**config.mk**
```make
export PLATFORM = sky130hd
export DESIGN_NAME = bcd_addsub
export DESIGN_NICKNAME = d
export VERILOG_FILES = /design/src/rtl/bcd_pkg.sv /design/src/rtl/bcd_digit_add.sv /design/src/rtl/bcd_ripple_add.sv /design/src/rtl/bcd_nines_comp.sv /design/src/rtl/bcd_addsub.sv
export SDC_FILE = /design/constraint.sdc
export NUM_CORES = 1
export LEC_CHECK = 0
export BUFFER_PORTS_ARGS = -buffer_cell sky130_fd_sc_hd__buf_4
export CAP_MARGIN = 30
export CORE_UTILIZATION = 35
export DETAILED_ROUTE_END_ITERATION = 8
export MAX_ROUTING_LAYER = met4
export PLACE_DENSITY = 0.53
export RECOVER_POWER = 50
export SLEW_MARGIN = 20
export SYNTH_ARGS = -nofsm -noshare
export SYNTH_HDL_FRONTEND = slang
export SYNTH_HIERARCHICAL = 1
export SYNTH_SLANG_ARGS = --single-unit
```
**constraint.sdc**
```tcl
create_clock -name clk_i -period 0.8 [get_ports clk_i]
set_input_delay 0.04 -clock clk_i [delete_from_list [all_inputs] [get_ports clk_i]]
set_output_delay 0.04 -clock clk_i [all_outputs]
set_load 0.1 [all_outputs]
```
**src/rtl/bcd_pkg.sv**
```systemverilog
package bcd_pkg;
  localparam int unsigned DIGIT_W = 4;
  typedef logic [DIGIT_W-1:0] bcd_digit_t;

  function automatic bcd_digit_t digit_nines(bcd_digit_t d);
    return bcd_digit_t'(4'd9 - d);
  endfunction
endpackage

```
**src/rtl/bcd_digit_add.sv**
```systemverilog
module bcd_digit_add
  import bcd_pkg::*;
(
  input  bcd_digit_t a_i,
  input  bcd_digit_t b_i,
  input  logic       cin_i,
  output bcd_digit_t sum_o,
  output logic       cout_o
);
  logic [DIGIT_W:0] raw;
  logic [DIGIT_W:0] fixed;

  always_comb begin
    raw    = {1'b0, a_i} + {1'b0, b_i} + {{DIGIT_W{1'b0}}, cin_i};
    fixed  = raw + 5'd6;
    cout_o = raw > 5'd9;
    sum_o  = cout_o ? fixed[DIGIT_W-1:0] : raw[DIGIT_W-1:0];
  end

  always_comb begin
    p_digit_bcd_r4: assert (!(a_i <= 4'd9 && b_i <= 4'd9) || sum_o <= 4'd9);
  end
endmodule

```
**src/rtl/bcd_ripple_add.sv**
```systemverilog
module bcd_ripple_add
  import bcd_pkg::*;
#(
  parameter int unsigned NUM_DIGITS = 3,
  localparam int unsigned W = NUM_DIGITS * DIGIT_W
) (
  input  logic [W-1:0] a_i,
  input  logic [W-1:0] b_i,
  input  logic         cin_i,
  output logic [W-1:0] sum_o,
  output logic         cout_o
);
  logic [NUM_DIGITS:0] carry;
  assign carry[0] = cin_i;

  for (genvar g = 0; g < NUM_DIGITS; g++) begin : g_digit
    bcd_digit_add u_digit (
      .a_i   (a_i[g*DIGIT_W +: DIGIT_W]),
      .b_i   (b_i[g*DIGIT_W +: DIGIT_W]),
      .cin_i (carry[g]),
      .sum_o (sum_o[g*DIGIT_W +: DIGIT_W]),
      .cout_o(carry[g+1])
    );
  end

  assign cout_o = carry[NUM_DIGITS];
endmodule

```
**src/rtl/bcd_nines_comp.sv**
```systemverilog
module bcd_nines_comp
  import bcd_pkg::*;
#(
  parameter int unsigned NUM_DIGITS = 3,
  localparam int unsigned W = NUM_DIGITS * DIGIT_W
) (
  input  logic [W-1:0] val_i,
  output logic [W-1:0] comp_o
);
  for (genvar g = 0; g < NUM_DIGITS; g++) begin : g_digit
    assign comp_o[g*DIGIT_W +: DIGIT_W] = digit_nines(val_i[g*DIGIT_W +: DIGIT_W]);
  end
endmodule

```
**src/rtl/bcd_addsub.sv**
```systemverilog
module bcd_addsub
  import bcd_pkg::*;
#(
  parameter int unsigned NUM_DIGITS = 3,
  localparam int unsigned W = NUM_DIGITS * DIGIT_W
) (
  input  logic         clk_i,
  input  logic         rst_ni,
  input  logic [W-1:0] a_i,
  input  logic [W-1:0] b_i,
  input  logic         sub_i,
  input  logic         start_i,
  output logic [W-1:0] mag_o,
  output logic         neg_o,
  output logic         ovf_o,
  output logic         valid_o
);
  logic [W-1:0] b_nines, b_eff;
  logic [W-1:0] raw_sum, raw_wrap, raw_nines;
  logic         raw_carry, wrap_carry;
  logic [W-1:0] mag_d;
  logic         neg_d, ovf_d;

  bcd_nines_comp #(.NUM_DIGITS(NUM_DIGITS)) u_comp_b (
    .val_i (b_i),
    .comp_o(b_nines)
  );

  assign b_eff = sub_i ? b_nines : b_i;

  bcd_ripple_add #(.NUM_DIGITS(NUM_DIGITS)) u_main_add (
    .a_i   (a_i),
    .b_i   (b_eff),
    .cin_i (1'b0),
    .sum_o (raw_sum),
    .cout_o(raw_carry)
  );

  // end-around carry: second pass adds the top carry into the lowest digit
  bcd_ripple_add #(.NUM_DIGITS(NUM_DIGITS)) u_wrap_add (
    .a_i   (raw_sum),
    .b_i   ({W{1'b0}}),
    .cin_i (1'b1),
    .sum_o (raw_wrap),
    .cout_o(wrap_carry)
  );

  bcd_nines_comp #(.NUM_DIGITS(NUM_DIGITS)) u_comp_raw (
    .val_i (raw_sum),
    .comp_o(raw_nines)
  );

  always_comb begin
    if (!sub_i)         mag_d = raw_sum;
    else if (raw_carry) mag_d = raw_wrap;
    else                mag_d = raw_nines;
    // all-nines raw sum means equal operands: fold negative zero to +0
    neg_d = sub_i && !raw_carry && (raw_nines != '0);
    ovf_d = !sub_i && raw_carry;
  end

  always_ff @(posedge clk_i or negedge rst_ni) begin
    if (!rst_ni) begin
      mag_o   <= '0;
      neg_o   <= 1'b0;
      ovf_o   <= 1'b0;
      valid_o <= 1'b0;
    end else begin
      valid_o <= start_i;
      if (start_i) begin
        mag_o <= mag_d;
        neg_o <= neg_d;
        ovf_o <= ovf_d;
      end
    end
  end

  p_valid_pulse_r9: assert property (@(posedge clk_i) disable iff (!rst_ni)
    start_i |=> valid_o);
  p_valid_idle_r9: assert property (@(posedge clk_i) disable iff (!rst_ni)
    !start_i |=> !valid_o);
  p_hold_r10: assert property (@(posedge clk_i) disable iff (!rst_ni)
    !start_i |=> $stable({mag_o, neg_o, ovf_o}));
  p_no_overflow_r8: assert property (@(posedge clk_i) disable iff (!rst_ni)
    (start_i && sub_i) |=> !ovf_o);
  p_add_positive_r2: assert property (@(posedge clk_i) disable iff (!rst_ni)
    (start_i && !sub_i) |=> !neg_o);
  p_equal_zero_r7: assert property (@(posedge clk_i) disable iff (!rst_ni)
    (start_i && sub_i && a_i == b_i) |=> (mag_o == '0 && !neg_o));
  p_wrap_fits_r5: assert property (@(posedge clk_i) disable iff (!rst_ni)
    (sub_i && raw_carry) |-> !wrap_carry);
  p_flags_exclusive_r3: assert property (@(posedge clk_i) disable iff (!rst_ni)
    !(neg_o && ovf_o));
endmodule

```
# After elaboration in Yosys (flattened, before gate mapping)
# Index checks and enable logic that the tools add are counted.
[op_classes]
add_sub_neg = 20
n_lt_le_gt_ge = 6
muxes = 9
n_reduce_logical = 6
[op_table]
columns = ["operator", "count"]
rows = [
  ["12-bit two-way mux", 3],
  ["5-bit by 4-bit > comparator with 1-bit output (second input constant)", 6],
  ["4-bit by 3-bit adder with 4-bit output (second input constant)", 6],
  ["4-bit two-way mux", 6],
  ["4-bit subtractor (first input constant)", 6],
  ["4-bit by 4-bit adder with 5-bit output", 3],
  ["12-bit nonzero test", 1],
  ["4-bit by 1-bit adder with 5-bit output", 2],
  ["5-bit by 1-bit adder with 5-bit output", 2],
  ["4-bit by 1-bit adder with 5-bit output (second input constant)", 1],
  ["1-bit logical AND", 3],
  ["1-bit zero test", 2],
]
[totals]
reg_bits = 15
input_bits = 28
elab_cells = 45

# Logic depth before layout (Yosys ltp)
# Gate-level depths: netlist of run 1.
[depth]
word_depth = 14
mapped_depth = 31

# Cells and area by module
# Netlist of run 1, hierarchy kept.
[modules_own_cells]
columns = ["module", "instances", "cells_per_inst", "area_each_um2", "seq_area_each_um2"]
rows = [
  ["bcd_digit_add", 6, 22, 211.5, 0.0],
  ["bcd_addsub", 1, 95, 1013.5, 375.4],
  ["bcd_nines_comp", 2, 18, 120.1, 0.0],
]

# Least setup slack after synthesis of run 1
# OpenSTA, ideal clock, no wires.
[synth_timing]
kind = "input port to flip-flop"
start = "in sub_i"
end = "reg mag_o[11]"
setup_ps = 125
t_arrival_ps = 7541
setup_slack_ps = -6866
stages = 31
n_path_buf = 2
cell_sequence = "buf_4 buf_6 mux2_2 fa_1 fa_1 xnor2_1 ha_1 a31o_1 o31ai_4 fa_1 fa_1 xnor2_1 ha_1 a31o_1 o31ai_4 fa_1 fa_1 xnor2_1 ha_1 a31o_1 o31ai_4 xnor2_1 fa_1 xnor2_1 ha_1 a31o_1 a2111oi_0 nor2b_1 mux2i_1 a21oi_1 mux2_2"
[synth_between]
elab_chain_cells = 13
elab_cells_between_ends = 26
classes_between = "add/sub: 13; order compare: 6; mux: 7"
[synth_lines]
columns = ["element", "line_no", "rtl"]
rows = [
  ["start: declaration", "bcd_addsub.sv:11", "input logic sub_i,"],
  ["12-bit two-way mux *", "bcd_addsub.sv:29", "assign b_eff = sub_i ? b_nines : b_i;"],
  ["via b_eff[0]", "bcd_addsub.sv:18", "logic [W-1:0] b_nines, b_eff;"],
  ["4-bit by 4-bit adder with 5-bit output *", "bcd_digit_add.sv:14", "raw = {1'b0, a_i} + {1'b0, b_i} + {{DIGIT_W{1'b0}}, cin_i};"],
  ["5-bit by 4-bit > comparator with 1-bit output *", "bcd_digit_add.sv:16", "cout_o = raw > 5'd9;"],
  ["via u_main_add.carry[1]", "bcd_ripple_add.sv:13", "logic [NUM_DIGITS:0] carry;"],
  ["5-bit by 1-bit adder with 5-bit output *", "bcd_digit_add.sv:14", ""],
  ["5-bit by 4-bit > comparator with 1-bit output *", "bcd_digit_add.sv:16", ""],
  ["via u_main_add.carry[2]", "bcd_ripple_add.sv:13", ""],
  ["[2 not listed]", "n/a", ""],
  ["via raw_carry", "bcd_addsub.sv:20", "logic raw_carry, wrap_carry;"],
  ["4-bit two-way mux *", "bcd_digit_add.sv:17", "sum_o = cout_o ? fixed[DIGIT_W-1:0] : raw[DIGIT_W-1:0];"],
  ["via raw_sum[9]", "bcd_addsub.sv:19", "logic [W-1:0] raw_sum, raw_wrap, raw_nines;"],
  ["4-bit by 1-bit adder with 5-bit output *", "bcd_digit_add.sv:14", ""],
  ["4-bit by 3-bit adder with 4-bit output or 5-bit by 4-bit > comparator with 1-bit output (tied branches)", "bcd_digit_add.sv:15, bcd_digit_add.sv:16", ""],
  ["4-bit two-way mux *", "bcd_digit_add.sv:17", ""],
  ["via raw_wrap[11]", "bcd_addsub.sv:19", ""],
  ["12-bit two-way mux *", "bcd_addsub.sv:55", "else if (raw_carry) mag_d = raw_wrap;"],
  ["12-bit two-way mux *", "bcd_addsub.sv:54", "if (!sub_i) mag_d = raw_sum;"],
  ["end signal: assignment", "bcd_addsub.sv:71", "mag_o <= mag_d;"],
  ["end: declaration", "bcd_addsub.sv:13", "output logic [W-1:0] mag_o,"],
]
# Mark *: on every way through the listed nets, which the timed path passes. The rest lies on a longest branch.
# A chain may end at the register's enable or synchronous reset.

# Worst setup path after layout of run 1
[layout_timing]
start = "in sub_i"
end = "reg mag_o[11]"
[layout_between]
elab_chain_cells = 13
elab_cells_between_ends = 26
classes_between = "add/sub: 13; order compare: 6; mux: 7"
[layout_lines]
columns = ["element", "line_no"]
rows = [
  ["12-bit two-way mux *", "bcd_addsub.sv:29"],
  ["via b_eff[0]", "bcd_addsub.sv:18"],
  ["4-bit by 4-bit adder with 5-bit output *", "bcd_digit_add.sv:14"],
  ["5-bit by 4-bit > comparator with 1-bit output *", "bcd_digit_add.sv:16"],
  ["via u_main_add.carry[1]", "bcd_ripple_add.sv:13"],
  ["4-bit two-way mux *", "bcd_digit_add.sv:17"],
  ["via raw_sum[1]", "bcd_addsub.sv:19"],
  ["4-bit by 1-bit adder with 5-bit output *", "bcd_digit_add.sv:14"],
  ["[1 not listed]", "n/a"],
  ["via u_wrap_add.carry[1]", "bcd_ripple_add.sv:13"],
  ["[1 not listed]", "n/a"],
  ["5-bit by 4-bit > comparator with 1-bit output *", "bcd_digit_add.sv:16"],
  ["via u_wrap_add.carry[2]", "bcd_ripple_add.sv:13"],
  ["4-bit by 1-bit adder with 5-bit output *", "bcd_digit_add.sv:14"],
  ["4-bit by 3-bit adder with 4-bit output or 5-bit by 4-bit > comparator with 1-bit output (tied branches)", "bcd_digit_add.sv:15, bcd_digit_add.sv:16"],
  ["4-bit two-way mux *", "bcd_digit_add.sv:17"],
  ["via raw_wrap[11]", "bcd_addsub.sv:19"],
  ["12-bit two-way mux *", "bcd_addsub.sv:55"],
  ["12-bit two-way mux *", "bcd_addsub.sv:54"],
]
# Marks and branches as above.

==> results of run 1 <==
## registers in the layout (all words and copies together), names as in the netlist
register / count
ovf_o: 1
neg_o: 1
mag_o: 12
valid_o: 1
## worst min-delay path by stage
stage / startpoint / to / depth (start not counted)
floorplan: rst_ni / mag_o[0] / 0
global placement: rst_ni / mag_o[11] / 1
detailed placement: rst_ni / mag_o[11] / 1
CTS: start_i / valid_o / 1
global route: start_i / valid_o / 1
finish: rst_ni / mag_o[7] / 2
## cells by family (layout without fill, tap and decap cells)
family / count (synthesis) / after routing / synth area share, %
compound gates: 62 / 62 / 19.3
xor+xnor: 18 / 18 / 6.25
fa+ha+maj: 42 / 42 / 24.4
buf+inv: 46 / 151 / 9.62
flops: 15 / 15 / 14.9
mux: 42 / 42 / 17.9
other cells: 2 / 17 / 0.298
simple gates: 36 / 36 / 7.39
## per-layer routing
metal	part of all wire [%]	GRT usage (%)
met1	43	19.2
met2	55	32.3
met3	1.4	1.71
met4	0	0.909
met5	0	-
## cell usage in the layout (no fill, tap or decap), drive strengths merged
cell type,synthesis,final
buf,14,112
inv,32,32
a21oi,30,30
ha,30,30
mux2,24,24
mux2i,18,18
conb,2,17
dfrtp,15,15
nor2,12,12
fa,12,12
xnor2,12,12
and3,7,7
nand3,6,6
o31ai,6,6
o22ai,6,6
nor2b,6,6
xor2,6,6
a31o,6,6
a21o,6,6
a2111oi,6,6
clkbuf,0,6
nor4,3,3
nand2,1,1
o32ai,1,1
nand3b,1,1
o21ai,1,1
dlygate4sd3,0,1
## final cells by class
cell class / count / share of cell area (%)
Multi-Input combinational cell: 217 / 58.3
Tap cell: 96 / 2.87
Timing Repair Buffer: 115 / 25.4
Clock buffer: 4 / 1.07
Inverter: 32 / 2.93
Sequential cell: 15 / 9.37
## stage by stage
| step | cell area [µm²] | utilization, % | setup TNS (ns) |
|---|---|---|---|
| after global placement | 3510 | 51.1 | -76.53 |
| after floorplan | 2760 | - | -70.37 |
| after CTS | 3930 | 57.2 | -72.13 |
| after global routing | 4190 | 61.0 | -74.20 |
| after detailed placement | 3510 | 51.1 | -77.74 |
| final | 4190 | 61.0 | -70.82 |
## what timing repair did
item                                    CTS  global route
pin swaps                                14            16
hold buffers                              1             0
buffers inserted                          8             9
cloned                                    0             0
gates resized for setup                  59            43
endpoints found under the hold margin    15             0
endpoints found under the setup margin   29            29
==> metrics.txt, run 1 <==
worst-skew pair later-pin latency=0.24 ns; CTS clk-pin slew, worst paths=about 0.060 ns; worst hold-check path type=primary input to asynchronous set/reset pin; skew final=0 ns; largest net degree at the start of global routing=28; Post-Synthesis Cells=about 260; DRT Pass-1 Iters=4; Synth warnings=6; gr ovfl total=0; Synth top cells by count=32 x inv_1, 30 x a21oi_1, 30 x ha_1; Setup CP Type=primary input to flop; Initial Util=36.7%; ys async rst share=100%; worst r2r dst=mag_o[6]; IO Count=43; Worst Setup Slack, final=-5.86 ns; antenna-violating nets left=0; Final Hold Fails=0; Reg2Reg Depth=1; GPL Wtd Cong=a little under 0.8; drt total wl=5880 µm; DRC viols=0; layout cells sized above 1=between 50 and 60%; Fillers=slightly above 600; crit path from=sub_i; mean post-synth cell area=~9.6 µm²; Max Cap Violations=0; R2R Setup Slk=-0.02 ns; Crit. End Element=flop; part of the cycle the worst path needs=833%; gr usage total=between 10% and 20%; H-Tree Level Count=1; Final setup viols=29; Rows=30; synthesized area=2520 µm²; Synth top area share=~15%; largest area contributor in the netlist=dfrtp_1; initial antenna violation count=0; root buf cell=clkbuf_8; Synth area leaders=dfrtp_1 15%, ha_1 15%, mux2_2 11%, fa_1 9.5%, mux2i_1 7.1%; Final HPWL DP=approximately 4600 µm; Critical Path AT=around 6.8 ns; Setup WS pre-CTS=-6.43 ns; die area=7550 µm²; sequential area share after synthesis=between 10% and 20%; status=finished, violations left; #FFs+latches synth=15; cell with the most instances after synthesis=inv_1; I/O Buffers=42; Slowest cell on crit path=fa_2; multi-input combinational cell area=around 2400 µm²; CP bufs+invs=4; Routed WL per cell=between 10 and 15 µm; Finished Layout Cells=approximately 480; Nets=about 450; clock sink count=15; crit path capture=mag_o[11]; max-slew violation count=0; crit-path max cell delay=about 0.57 ns; failing checks=setup timing; Fin Hold WS=roughly 0.24 ns; Diodes inserted=0; deepest clock path buffer count=2; Initial DRC Count=43; Vias=around 2.3k; CP required=roughly 0.93 ns; CP Launch Type=primary input; reg2reg start=mag_o[6]; WP depth=30; placed cell count=461; RSZ-0062 raised after global routing=yes; clock tree from TritonCTS=yes; vias in the first global route=around 2.3k; first-pass GRT wire length=slightly below 10000 µm; CP most frequent cell=fa_2; Main synth FF type=dfrtp_1; Yosys cell types=28; Tmin final=6.66 ns; Peak Freq=approximately 150 MHz; Core Region=6870 µm²; Layout area overhead=66.2%; FF/Latch Area=~390 µm²; EDFF count, synth=0; height of the die=~87 µm; Die W=just under 90 µm; crit-path max FO=3; vias per cell=around 4.7; CP top delay family=adder cells; CTS Buf Count=3
Power of run 1 is left out: the tool's default activity adds up to more than one toggle a clock period on the data nets, which glitch-free logic cannot reach.
==> run 2, diff against run 1 <==
--- a/config.mk
+++ b/config.mk
@@ -8,6 +8,7 @@
 export BUFFER_PORTS_ARGS = -buffer_cell sky130_fd_sc_hd__buf_4
 export CAP_MARGIN = 30
 export CORE_UTILIZATION = 35
+export CTS_BUF_LIST = sky130_fd_sc_hd__clkbuf_2
 export DETAILED_ROUTE_END_ITERATION = 8
 export MAX_ROUTING_LAYER = met4
 export PLACE_DENSITY = 0.53
==> metrics.txt, run 2 (synthesis results as in run 1) <==
DRC viols=0; vias per cell=4.72; deepest clock path buffer count=2; Reg2Reg Depth=1; status=finished, violations left; Sum Neg Setup Slack=-70.95 ns; Nets=~460; placed cell area=between 3000 and 4000 µm²; root buf cell=clkbuf_2; largest register by flop count=mag_o; Final Instance Area=between 4000 and 5000 µm²; most common cell after layout, fill and taps aside=buf_4; part of the cycle the worst path needs=827%; Setup WS pre-CTS=-6.43 ns; CP Launch Type=primary input; largest net degree at the start of global routing=28; hold endpoint=ovf_o; CP required=roughly 0.98 ns; vias in the first global route=approximately 2.3k; reg2reg start=mag_o[6]; first-pass GRT wire length=approximately 9900 µm; height of the die=~87 µm; gr usage total=between 10% and 20%; die area=7550 µm²; CP most frequent cell=fa_2; CTS Buf Count=3; worst hold stages=2; RSZ-0062 raised after global routing=yes; Die W=between 80 and 90 µm; H-Tree Level Count=1; clock tree from TritonCTS=yes; gr ovfl total=0; Fillers=about 610; I/O Buffers=42; max-slew violation count=0; Worst Setup Slack, final=-5.81 ns; Core Region=a little under 7000 µm²; Initial Util=between 30% and 40%; Slowest cell on crit path=fa_2; Initial DRC Count=between 50 and 60; Setup CP Type=primary input to flop; Peak Freq=around 150 MHz; antenna-violating nets left=0; Crit. End Element=flop; Final setup viols=29; IO Count=43; initial antenna violation count=0; Rows=30; worst r2r dst=mag_o[6]; Layout area overhead=65.7%; Tmin final=6.61 ns; GPL Wtd Cong=approximately 0.8; Final HPWL DP=4640 µm; Final Hold Fails=0; Max Cap Violations=0; R2R Setup Slk=-0.02 ns; Routed WL per cell=roughly 12 µm; worst-skew pair later-pin latency=roughly 0.27 ns; failing checks=setup timing; layout cells sized above 1=about 60%; max FFs per register=12; worst hold-check path type=primary input to flop; crit-path max cell delay=roughly 0.57 ns; Critical Path AT=about 6.8 ns; Vias=around 2.3k; DRT Pass-1 Iters=4; most frequent cells in the layout=91 x buf_4, 26 x inv_1, 23 x a21oi_1; clock sink count=15; skew final=0 ns; Hold Startpoint=start_i; Finished Layout Cells=480; placed cell count=~460; CTS clk-pin slew, worst paths=around 0.14 ns; crit-path max FO=3; drt total wl=5850 µm; Diodes inserted=0
## run 2: cell types whose count changed in the layout (fill, tap and decap cells not counted), sizes merged
cell | previous run | this run
buf | 112 | 113
clkbuf | 6 | 5
dlygate4sd3 | 1 | 2
## run 2: worst max-delay path by stage
stage	from	to	slack [ns]	cells after the start
after floorplan	sub_i	mag_o[11]	-6.01	30
after global placement	sub_i	mag_o[11]	-6.32	30
after detailed placement	sub_i	mag_o[11]	-6.43	30
after CTS	sub_i	mag_o[10]	-5.83	30
after global routing	sub_i	mag_o[11]	-6.03	31
final	sub_i	mag_o[11]	-5.81	30
## run 2: worst max-delay path: cells and delay by family
kind	cells	cell delay (ns)
AOI/OAI and AO/OA	9	1.78
xor gates and xnor gates	2	0.33
adders and majority gates	10	3.46
buffers and inverters	5	0.40
muxes	3	0.68
and+or+nand+nor	1	0.08
## run 2: final cells by class
class	instances	area [µm²]	share of cell area [%]
multi-input cells	217	2440	58.5
repair buffers	116	1080	25.8
flip-flops and latches	15	393	9.40
inverters	32	123	2.93
well taps	96	120	2.87
clock buffers	4	20.0	0.479
## run 2: per-layer routing
layer | up-vias | GRT usage, % | part of all wire [%]
met4 | 0 | 0 | 0
li1 | 1164 | - | -
met2 | 9 | 32.4 | 56
met3 | 0 | 1.42 | 0.46
met1 | 1091 | 19.3 | 44
met5 | - | - | 0
## run 2: metrics by stage
step / utilization, % / hold WS [ns]
floorplan: - / -0.256
global placement: 51.1 / -0.0964
detailed placement: 51.1 / -0.0942
CTS: 57.0 / 0.0858
global route: 60.8 / 0.103
finish: 60.8 / 0.104
## run 2: repair_timing
item | 4_1_cts | 5_1_grt
hold endpoints to repair | 16 | 0
hold buffers | 2 | 0
setup buffers | 8 | 9
setup endpoints to repair | 29 | 29
pin swaps | 14 | 16
gates resized for setup | 60 | 42
Power of run 2 is left out for the same reason.
